## src/rtl/cal_pkg.sv

```systemverilog
package cal_pkg;
  localparam int CAL_WAYS  = 4;
  localparam int CAL_LANES = CAL_WAYS + 1;

  typedef enum logic {
    ST_IDLE  = 1'b0,
    ST_PROBE = 1'b1
  } probe_st_t;
endpackage

```

## src/rtl/cal_rst_sync.sv

```systemverilog
module cal_rst_sync (
  input  logic clk,
  input  logic rst_n,
  output logic rst_sync_n
);
  logic [1:0] sh_q;

  always_ff @(posedge clk or negedge rst_n) begin
    if (!rst_n) sh_q <= 2'b00;
    else        sh_q <= {sh_q[0], 1'b1};
  end

  assign rst_sync_n = sh_q[1];
endmodule

```

## src/rtl/cal_way.sv

```systemverilog
// One hash way: one bucket per row, row chosen by a way-specific fold of the key.
module cal_way #(
  parameter int TIME_W  = 16,
  parameter int ID_W    = 8,
  parameter int ACT_W   = 4,
  parameter int ROW_W   = 4,
  parameter int WAY_IDX = 0
) (
  input  logic              clk,
  input  logic              rst_n,
  input  logic [TIME_W-1:0] now,
  input  logic [TIME_W-1:0] probe_key,
  output logic              free,
  input  logic              ins_we,
  input  logic [ID_W-1:0]   ins_id,
  input  logic [ACT_W-1:0]  ins_act,
  input  logic              stop_en,
  input  logic [ID_W-1:0]   stop_id,
  output logic              hit,
  output logic [ID_W-1:0]   hit_id,
  output logic [ACT_W-1:0]  hit_act
);
  localparam int ROWS   = 1 << ROW_W;
  localparam int CHUNKS = TIME_W / ROW_W;
  localparam int ROT    = WAY_IDX % ROW_W;
  localparam logic [ROW_W-1:0] SALT = ROW_W'(WAY_IDX * 5 + 3);

  function automatic logic [ROW_W-1:0] row_of(input logic [TIME_W-1:0] k);
    logic [2*TIME_W-1:0] dbl;
    logic [TIME_W-1:0]   r;
    logic [ROW_W-1:0]    acc;
    dbl = {k, k};
    r   = dbl[TIME_W-ROT +: TIME_W];
    acc = SALT;
    for (int i = 0; i < CHUNKS; i++) acc = acc ^ r[i*ROW_W +: ROW_W];
    return acc;
  endfunction

  logic [ROWS-1:0]   vld_q, vld_d;
  logic [TIME_W-1:0] key_q [ROWS];
  logic [ID_W-1:0]   id_q  [ROWS];
  logic [ACT_W-1:0]  act_q [ROWS];

  logic [ROW_W-1:0] exp_row, ins_row;
  logic             match;

  assign exp_row = row_of(now);
  assign ins_row = row_of(probe_key);
  assign free    = !vld_q[ins_row];
  assign match   = vld_q[exp_row] && (key_q[exp_row] == now);
  // a stop of the same identifier suppresses the report
  assign hit     = match && !(stop_en && (id_q[exp_row] == stop_id));
  assign hit_id  = id_q[exp_row];
  assign hit_act = act_q[exp_row];

  always_comb begin
    for (int r = 0; r < ROWS; r++) begin
      vld_d[r] = vld_q[r];
      if (stop_en && (id_q[r] == stop_id))       vld_d[r] = 1'b0;
      if (match && (ROW_W'(r) == exp_row))       vld_d[r] = 1'b0;
      if (ins_we && (ROW_W'(r) == ins_row))      vld_d[r] = 1'b1;
    end
  end

  always_ff @(posedge clk or negedge rst_n) begin
    if (!rst_n) vld_q <= '0;
    else        vld_q <= vld_d;
  end

  always_ff @(posedge clk) begin
    if (ins_we) begin
      key_q[ins_row] <= probe_key;
      id_q[ins_row]  <= ins_id;
      act_q[ins_row] <= ins_act;
    end
  end
endmodule

```

## src/rtl/cal_prober.sv

```systemverilog
// Insertion engine: compute key, probe all ways, shift one tick on a full set.
module cal_prober
  import cal_pkg::*;
#(
  parameter int TIME_W = 16,
  parameter int ID_W   = 8,
  parameter int ACT_W  = 4
) (
  input  logic                clk,
  input  logic                rst_n,
  input  logic [TIME_W-1:0]   now,
  input  logic                start_valid,
  input  logic [TIME_W-1:0]   start_interval,
  input  logic [ID_W-1:0]     start_id,
  input  logic [ACT_W-1:0]    start_act,
  input  logic [CAL_WAYS-1:0] way_free,
  output logic                busy,
  output logic [TIME_W-1:0]   probe_key,
  output logic [CAL_WAYS-1:0] ins_we,
  output logic [ID_W-1:0]     ent_id,
  output logic [ACT_W-1:0]    ent_act,
  output logic                late_fire
);
  probe_st_t         st_q, st_d;
  logic [TIME_W-1:0] key_q, key_d, diff;
  logic [ID_W-1:0]   id_q;
  logic [ACT_W-1:0]  act_q;
  logic              load_en, key_en, late;

  assign diff = key_q - now;
  assign late = diff[TIME_W-1] || (diff == '0);

  always_comb begin
    st_d      = st_q;
    key_d     = key_q;
    load_en   = 1'b0;
    key_en    = 1'b0;
    ins_we    = '0;
    late_fire = 1'b0;
    unique case (st_q)
      ST_IDLE: begin
        if (start_valid) begin
          load_en = 1'b1;
          key_en  = 1'b1;
          key_d   = now + start_interval;
          st_d    = ST_PROBE;
        end
      end
      ST_PROBE: begin
        if (late) begin
          late_fire = 1'b1;
          st_d      = ST_IDLE;
        end else if (|way_free) begin
          ins_we = way_free & (~way_free + 1'b1);
          st_d   = ST_IDLE;
        end else begin
          key_en = 1'b1;
          key_d  = key_q + 1'b1;
        end
      end
      default: st_d = ST_IDLE;
    endcase
  end

  always_ff @(posedge clk or negedge rst_n) begin
    if (!rst_n) st_q <= ST_IDLE;
    else        st_q <= st_d;
  end

  always_ff @(posedge clk) begin
    if (key_en) key_q <= key_d;
    if (load_en) begin
      id_q  <= start_id;
      act_q <= start_act;
    end
  end

  assign busy      = (st_q == ST_PROBE);
  assign probe_key = key_q;
  assign ent_id    = id_q;
  assign ent_act   = act_q;
endmodule

```

## src/rtl/timer_calendar.sv

```systemverilog
module timer_calendar
  import cal_pkg::*;
#(
  parameter int TIME_W = 16,
  parameter int ID_W   = 8,
  parameter int ACT_W  = 4,
  parameter int ROW_W  = 4
) (
  input  logic                       clk,
  input  logic                       rst_n,
  input  logic                       start_valid,
  input  logic [TIME_W-1:0]          start_interval,
  input  logic [ID_W-1:0]            start_id,
  input  logic [ACT_W-1:0]           start_act,
  input  logic                       stop_valid,
  input  logic [ID_W-1:0]            stop_id,
  output logic                       busy,
  output logic [TIME_W-1:0]          now_tick,
  output logic [CAL_LANES-1:0]       exp_valid,
  output logic [CAL_LANES*ID_W-1:0]  exp_id,
  output logic [CAL_LANES*ACT_W-1:0] exp_act
);
  localparam int LANES = CAL_LANES;

  logic                rst_sync_n;
  logic [TIME_W-1:0]   now_q, now_d;
  logic [CAL_WAYS-1:0] way_free, way_hit, ins_we;
  logic [ID_W-1:0]     hit_id  [CAL_WAYS];
  logic [ACT_W-1:0]    hit_act [CAL_WAYS];
  logic [TIME_W-1:0]   probe_key;
  logic [ID_W-1:0]     ent_id;
  logic [ACT_W-1:0]    ent_act;
  logic                late_fire, stop_en;

  logic [LANES-1:0]       ev_d;
  logic [LANES*ID_W-1:0]  eid_d;
  logic [LANES*ACT_W-1:0] eact_d;

  cal_rst_sync u_rst (.clk(clk), .rst_n(rst_n), .rst_sync_n(rst_sync_n));

  // free-running tick counter
  assign now_d = now_q + 1'b1;
  always_ff @(posedge clk or negedge rst_sync_n) begin
    if (!rst_sync_n) now_q <= '0;
    else             now_q <= now_d;
  end
  assign now_tick = now_q;

  assign stop_en = stop_valid && !busy;

  cal_prober #(.TIME_W(TIME_W), .ID_W(ID_W), .ACT_W(ACT_W)) u_prober (
    .clk(clk), .rst_n(rst_sync_n), .now(now_q),
    .start_valid(start_valid), .start_interval(start_interval),
    .start_id(start_id), .start_act(start_act),
    .way_free(way_free), .busy(busy), .probe_key(probe_key),
    .ins_we(ins_we), .ent_id(ent_id), .ent_act(ent_act),
    .late_fire(late_fire)
  );

  // each way has an expiry port on now and a probe port on probe_key
  for (genvar w = 0; w < CAL_WAYS; w++) begin : g_way
    cal_way #(
      .TIME_W(TIME_W), .ID_W(ID_W), .ACT_W(ACT_W),
      .ROW_W(ROW_W), .WAY_IDX(w)
    ) u_way (
      .clk(clk), .rst_n(rst_sync_n), .now(now_q), .probe_key(probe_key),
      .free(way_free[w]), .ins_we(ins_we[w]), .ins_id(ent_id),
      .ins_act(ent_act), .stop_en(stop_en), .stop_id(stop_id),
      .hit(way_hit[w]), .hit_id(hit_id[w]), .hit_act(hit_act[w])
    );
  end

  always_comb begin
    for (int w = 0; w < CAL_WAYS; w++) begin
      ev_d[w]                  = way_hit[w];
      eid_d[w*ID_W +: ID_W]    = hit_id[w];
      eact_d[w*ACT_W +: ACT_W] = hit_act[w];
    end
    ev_d[CAL_WAYS]                     = late_fire;
    eid_d[CAL_WAYS*ID_W +: ID_W]       = ent_id;
    eact_d[CAL_WAYS*ACT_W +: ACT_W]    = ent_act;
  end

  always_ff @(posedge clk or negedge rst_sync_n) begin
    if (!rst_sync_n) exp_valid <= '0;
    else             exp_valid <= ev_d;
  end

  always_ff @(posedge clk) begin
    exp_id  <= eid_d;
    exp_act <= eact_d;
  end
endmodule

```

## config.mk

```make
export PLATFORM = sky130hd
export DESIGN_NAME = timer_calendar
export DESIGN_NICKNAME = d
export VERILOG_FILES = /design/src/rtl/cal_pkg.sv /design/src/rtl/cal_rst_sync.sv /design/src/rtl/cal_way.sv /design/src/rtl/cal_prober.sv /design/src/rtl/timer_calendar.sv
export SDC_FILE = /design/constraint.sdc
export NUM_CORES = 2
export LEC_CHECK = 0
export ABC_AREA = 1
export BUFFER_PORTS_ARGS = -buffer_cell sky130_fd_sc_hd__buf_4
export CAP_MARGIN = 20
export CORE_MARGIN = 1
export CORE_UTILIZATION = 57
export DETAILED_ROUTE_END_ITERATION = 12
export PLACE_DENSITY = 0.76
export SYNTH_ARGS = -nofsm -noshare
export SYNTH_HDL_FRONTEND = slang
export SYNTH_SLANG_ARGS = --single-unit
```

## constraint.sdc

```tcl
create_clock -name clk -period 2.6 [get_ports clk]
set_input_delay 0.39 -clock clk [delete_from_list [all_inputs] [get_ports clk]]
set_output_delay 0.39 -clock clk [all_outputs]
set_load 0.02 [all_outputs]
```

==> results.md <==
- Crit path launch type: register
- Initial core utilization: 57.49%
- Mean area per synthesized cell: 10.36 um2
- First-pass GRT wire length: between 400000 and 500000 um
- Reg power frac: 44.7%
- Post-synth EDFFs: 1820
- Cell Int Power: 62050 uW
- Critical-path maximum fanout: 16
- Avg Vias per Cell: 6.061
- Commonest non-fill, non-tap cell in the layout: nand2_1
- Largest net degree at the start of global routing: 68
- Switch share: 30.17%
- Peak supply drop: 0.8793 mV
- Final GP Congestion: 1.058
- Residual DRC: 0
- Reg2reg end: g_way[2].u_way.key_q[12][13]
- Dpl ws: -0.9743 ns
- Largest area contributor in the netlist: edfxtp_1
- R2r setup slk: -0.97 ns
- Number of I/O pins: 122
- Final Slew Violations: 0
- # port buffers: 121
- Netlist cell types: 57
- Nets: about 9700
- Failing checks: setup timing
- Final hold viol count: 0
- Vias: 71680
- Crit-path cells: ha_4 -> fa_2 -> nand3b_1 -> nand2_2 -> a21oi_4 -> o21ai_4 -> a21oi_2 -> or2_0 -> nand3_1 -> nor2_2 -> nand3_2 -> nand3_4 -> buf_6 -> buf_4 -> nor2_4 -> buf_12 -> nand2_1 -> clkinvlp_4 -> buf_12
- Gr ovfl total: 0
- CTS sink cnt: just under 2000
- Post-synthesis register bit count: 1968
- Tmin final: 3.570 ns
- Slew margin rel.: 27.34%
- Cells after Synth: just under 9000
- Iteration-0 DRC Markers: about 10000
- Initial antenna violation count: 10
- Layout cells sized above 1: 17.44%
- Drt total wl: just over 300000 um
- Inserted Clock Buffers: around 200
- Max stage delay on crit path: 0.43 ns
- Later-pin clock latency in the skew report: between 0.8 and 0.9 ns
- Status: complete, but fails checks
- Number of global-route vias before repair: approximately 70000
- CP Class: reg -> reg
- CTS tree: built
- Clock skew: 0.03930 ns
- Clk root buf: clkbuf_16
- Combinational share of power: 22.8%
- CTS clk-pin slew, worst paths: 0.06 ns
- Most frequent cells in the layout: nand2_1, edfxtp_1, inv_1, buf_4, o21ai_0
- Fin Setup TNS: -1628.24 ns
- Req. time, crit path: between 3 and 4 ns
- Worst path arrival time: 4.13 ns
- Fin crit share: 137.3%
- Synth Warn #: 0
- DIE AREA: 159500 um2
- Endpoints failing setup: 1934
- Reg2Reg Depth: 19
- CP endpoint: g_way[2].u_way.key_q[12][13]
- TritonRoute pass-1 iters: 7
- Pleak: roughly 0.045 uW
- R2R Path Start: now_tick[0]
- Primary FF master, synth: edfxtp_1
- Final total power: 88860 uW
- Dpl hpwl: 201900 um
- Worst hold path class: in -> reg
- Synth top area share: between 60% and 70%
- Syn Nets: about 8800
- H-tree Lvls: 4
- Worst path slowest cell: dfrtp_2
- Seq/Total Area, Yosys: between 60% and 70%
- Worst setup startpoint: now_tick[0]
- RSZ-0062 raised after global routing: yes
- Worst slew pin tran: 1.062 ns
- Mapped cell area: approximately 90000 um2
- Max clock buf depth: 3
- Gr usage total: 38.23%
- Power Dens Cells: 807.2 nW/um2
- Die H: 399.4 um
- Fmax: 280.1 MHz
- Max cap viols: 0
- Routed len/inst: 26.12 um
- CP dominant cell by count: buf_12
- Final ANT Viol Nets: 0
- Placeable Area: 156600 um2
- Clock power share: between 30% and 40%
- Top area cells in the synthesized netlist: edfxtp_1, nand2_1, inv_1
- Crit end category: register
- Switch Pwr: 26810 uW
- P&R area growth vs syn: 22.32%
- Die outline width: 399.4 um
- Rows: roughly 150
- Final WS setup: -0.9698 ns
- Async SR Flop Fraction: roughly 4.5%
==> worst min path at each step <==
stage	to	depth (start not counted)	slack, ns	startpoint
after floorplan	u_rst.sh_q[0]	0	0.09	rst_n
after global placement	u_rst.sh_q[0]	1	0.18	rst_n
after detailed placement	u_rst.sh_q[0]	1	0.18	rst_n
after CTS	u_prober.probe_key[15]	5	0.03	start_interval[15]
after global routing	u_prober.probe_key[15]	5	0.10	start_interval[15]
final	u_prober.probe_key[15]	5	0.06	start_interval[15]
==> synthesized netlist by cell type (13+ instances only) <==
cell,count
xnor2_1,96
nand4_1,95
nand2_1,2689
nor3_1,53
a221oi_1,50
buf_4,66
o22ai_1,213
a211oi_1,13
o2111ai_1,20
buf_1,38
clkbuf_1,140
dfrtp_1,88
a41oi_1,40
o21ai_0,469
nor2_1,438
o21ai_1,119
nand2_2,14
nand3_1,133
dfxtp_1,60
nor2_2,15
xor2_1,145
a21oi_1,143
inv_2,29
ha_1,32
buf_2,188
inv_1,948
nand3b_1,121
a2111oi_0,53
a22oi_1,240
edfxtp_1,1820
==> stage by stage <==
step,hold WS [ns],area [um2],std cells,util [%]
finish,0.05612,110100,11830,70.32
global route,0.1028,110100,11820,70.31
CTS,0.03388,108900,11770,69.59
detailed placement,0.1757,101500,11350,64.81
global placement,0.1754,101500,11350,64.81
floorplan,0.09441,90530,8691,-
==> area by class of cell <==
type | count | area [um2]
Antenna cell | 3 | 7.507
Clock buffer | 267 | 5395
Clock inverter | 97 | 1144
Fill cell | 10660 | 46470
Inverter | 981 | 3946
Multi-Input combinational cell | 5299 | 26790
Sequential cell | 1968 | 58060
Tap cell | 2058 | 2575
Timing Repair Buffer | 1152 | 12180
==> critical path, delay by kind of cell, from the launching register on <==
| family | cells | cell delay (ns) |
|---|---|---|
| and+or+nand+nor | 9 | 1.12 |
| buffers and inverters | 5 | 0.80 |
| adders and majority gates | 2 | 0.53 |
| DFF | 1 | 0.43 |
| AOI/OAI and AO/OA | 3 | 0.35 |
==> cells by family (layout without fill, tap and decap cells) <==
kind of cell               Yosys count  in the layout  synth area share [%]
and+or+nand+nor                   3613           3613                 16.41
DFF                               1968           1968                 64.50
buffers and inverters             1424           2497                 6.572
AOI/OAI and AO/OA                 1409           1409                 9.658
xor gates and xnor gates           242            242                 2.363
adders and majority gates           34             34                0.4893
other                                1              4              0.004166
==> routing by layer <==
metal | share of wire, % | routed length [um] | global-route usage, %
met4 | 6.6 | 20310 | 20.93
met5 | 0.035 | 107 | 0
met1 | 35 | 108200 | 48.49
met3 | 13 | 39480 | 9.965
met2 | 46 | 140700 | 60.13
==> sequential cells by signal (all words and copies together) (netlist names) <==
signal	count
g_way.u_way.id_q	512
exp_act	20
now_tick	16
u_prober.ent_act	4
exp_id	40
u_prober.ent_id	8
u_rst.sh_q	2
g_way.u_way.key_q	1024
u_prober.probe_key	16
exp_valid	5
u_prober.busy	1
g_way.u_way.vld_q	64
g_way.u_way.act_q	256
==> power groups by stage <==
stage                     sequential, uW  clock [uW]  combinational, uW
after floorplan                    41700           0               5910
after global placement             40300           0              17700
after detailed placement           40400           0              17900
after CTS                          39700       28900              18800
after global routing               39800       30100              21000
final                              39700       28800              20300
==> timing repair <==
item / 4_1_cts / 5_1_grt
resized for setup: 79 / 136
pin swaps: 4 / 27
hold buffers: 16 / 0
buffers inserted: 27 / 43
endpoints found under the hold margin: 16 / 0
cloned: 8 / 12
endpoints found under the setup margin: 1935 / 1939
(Power assumes the default switching activity.)
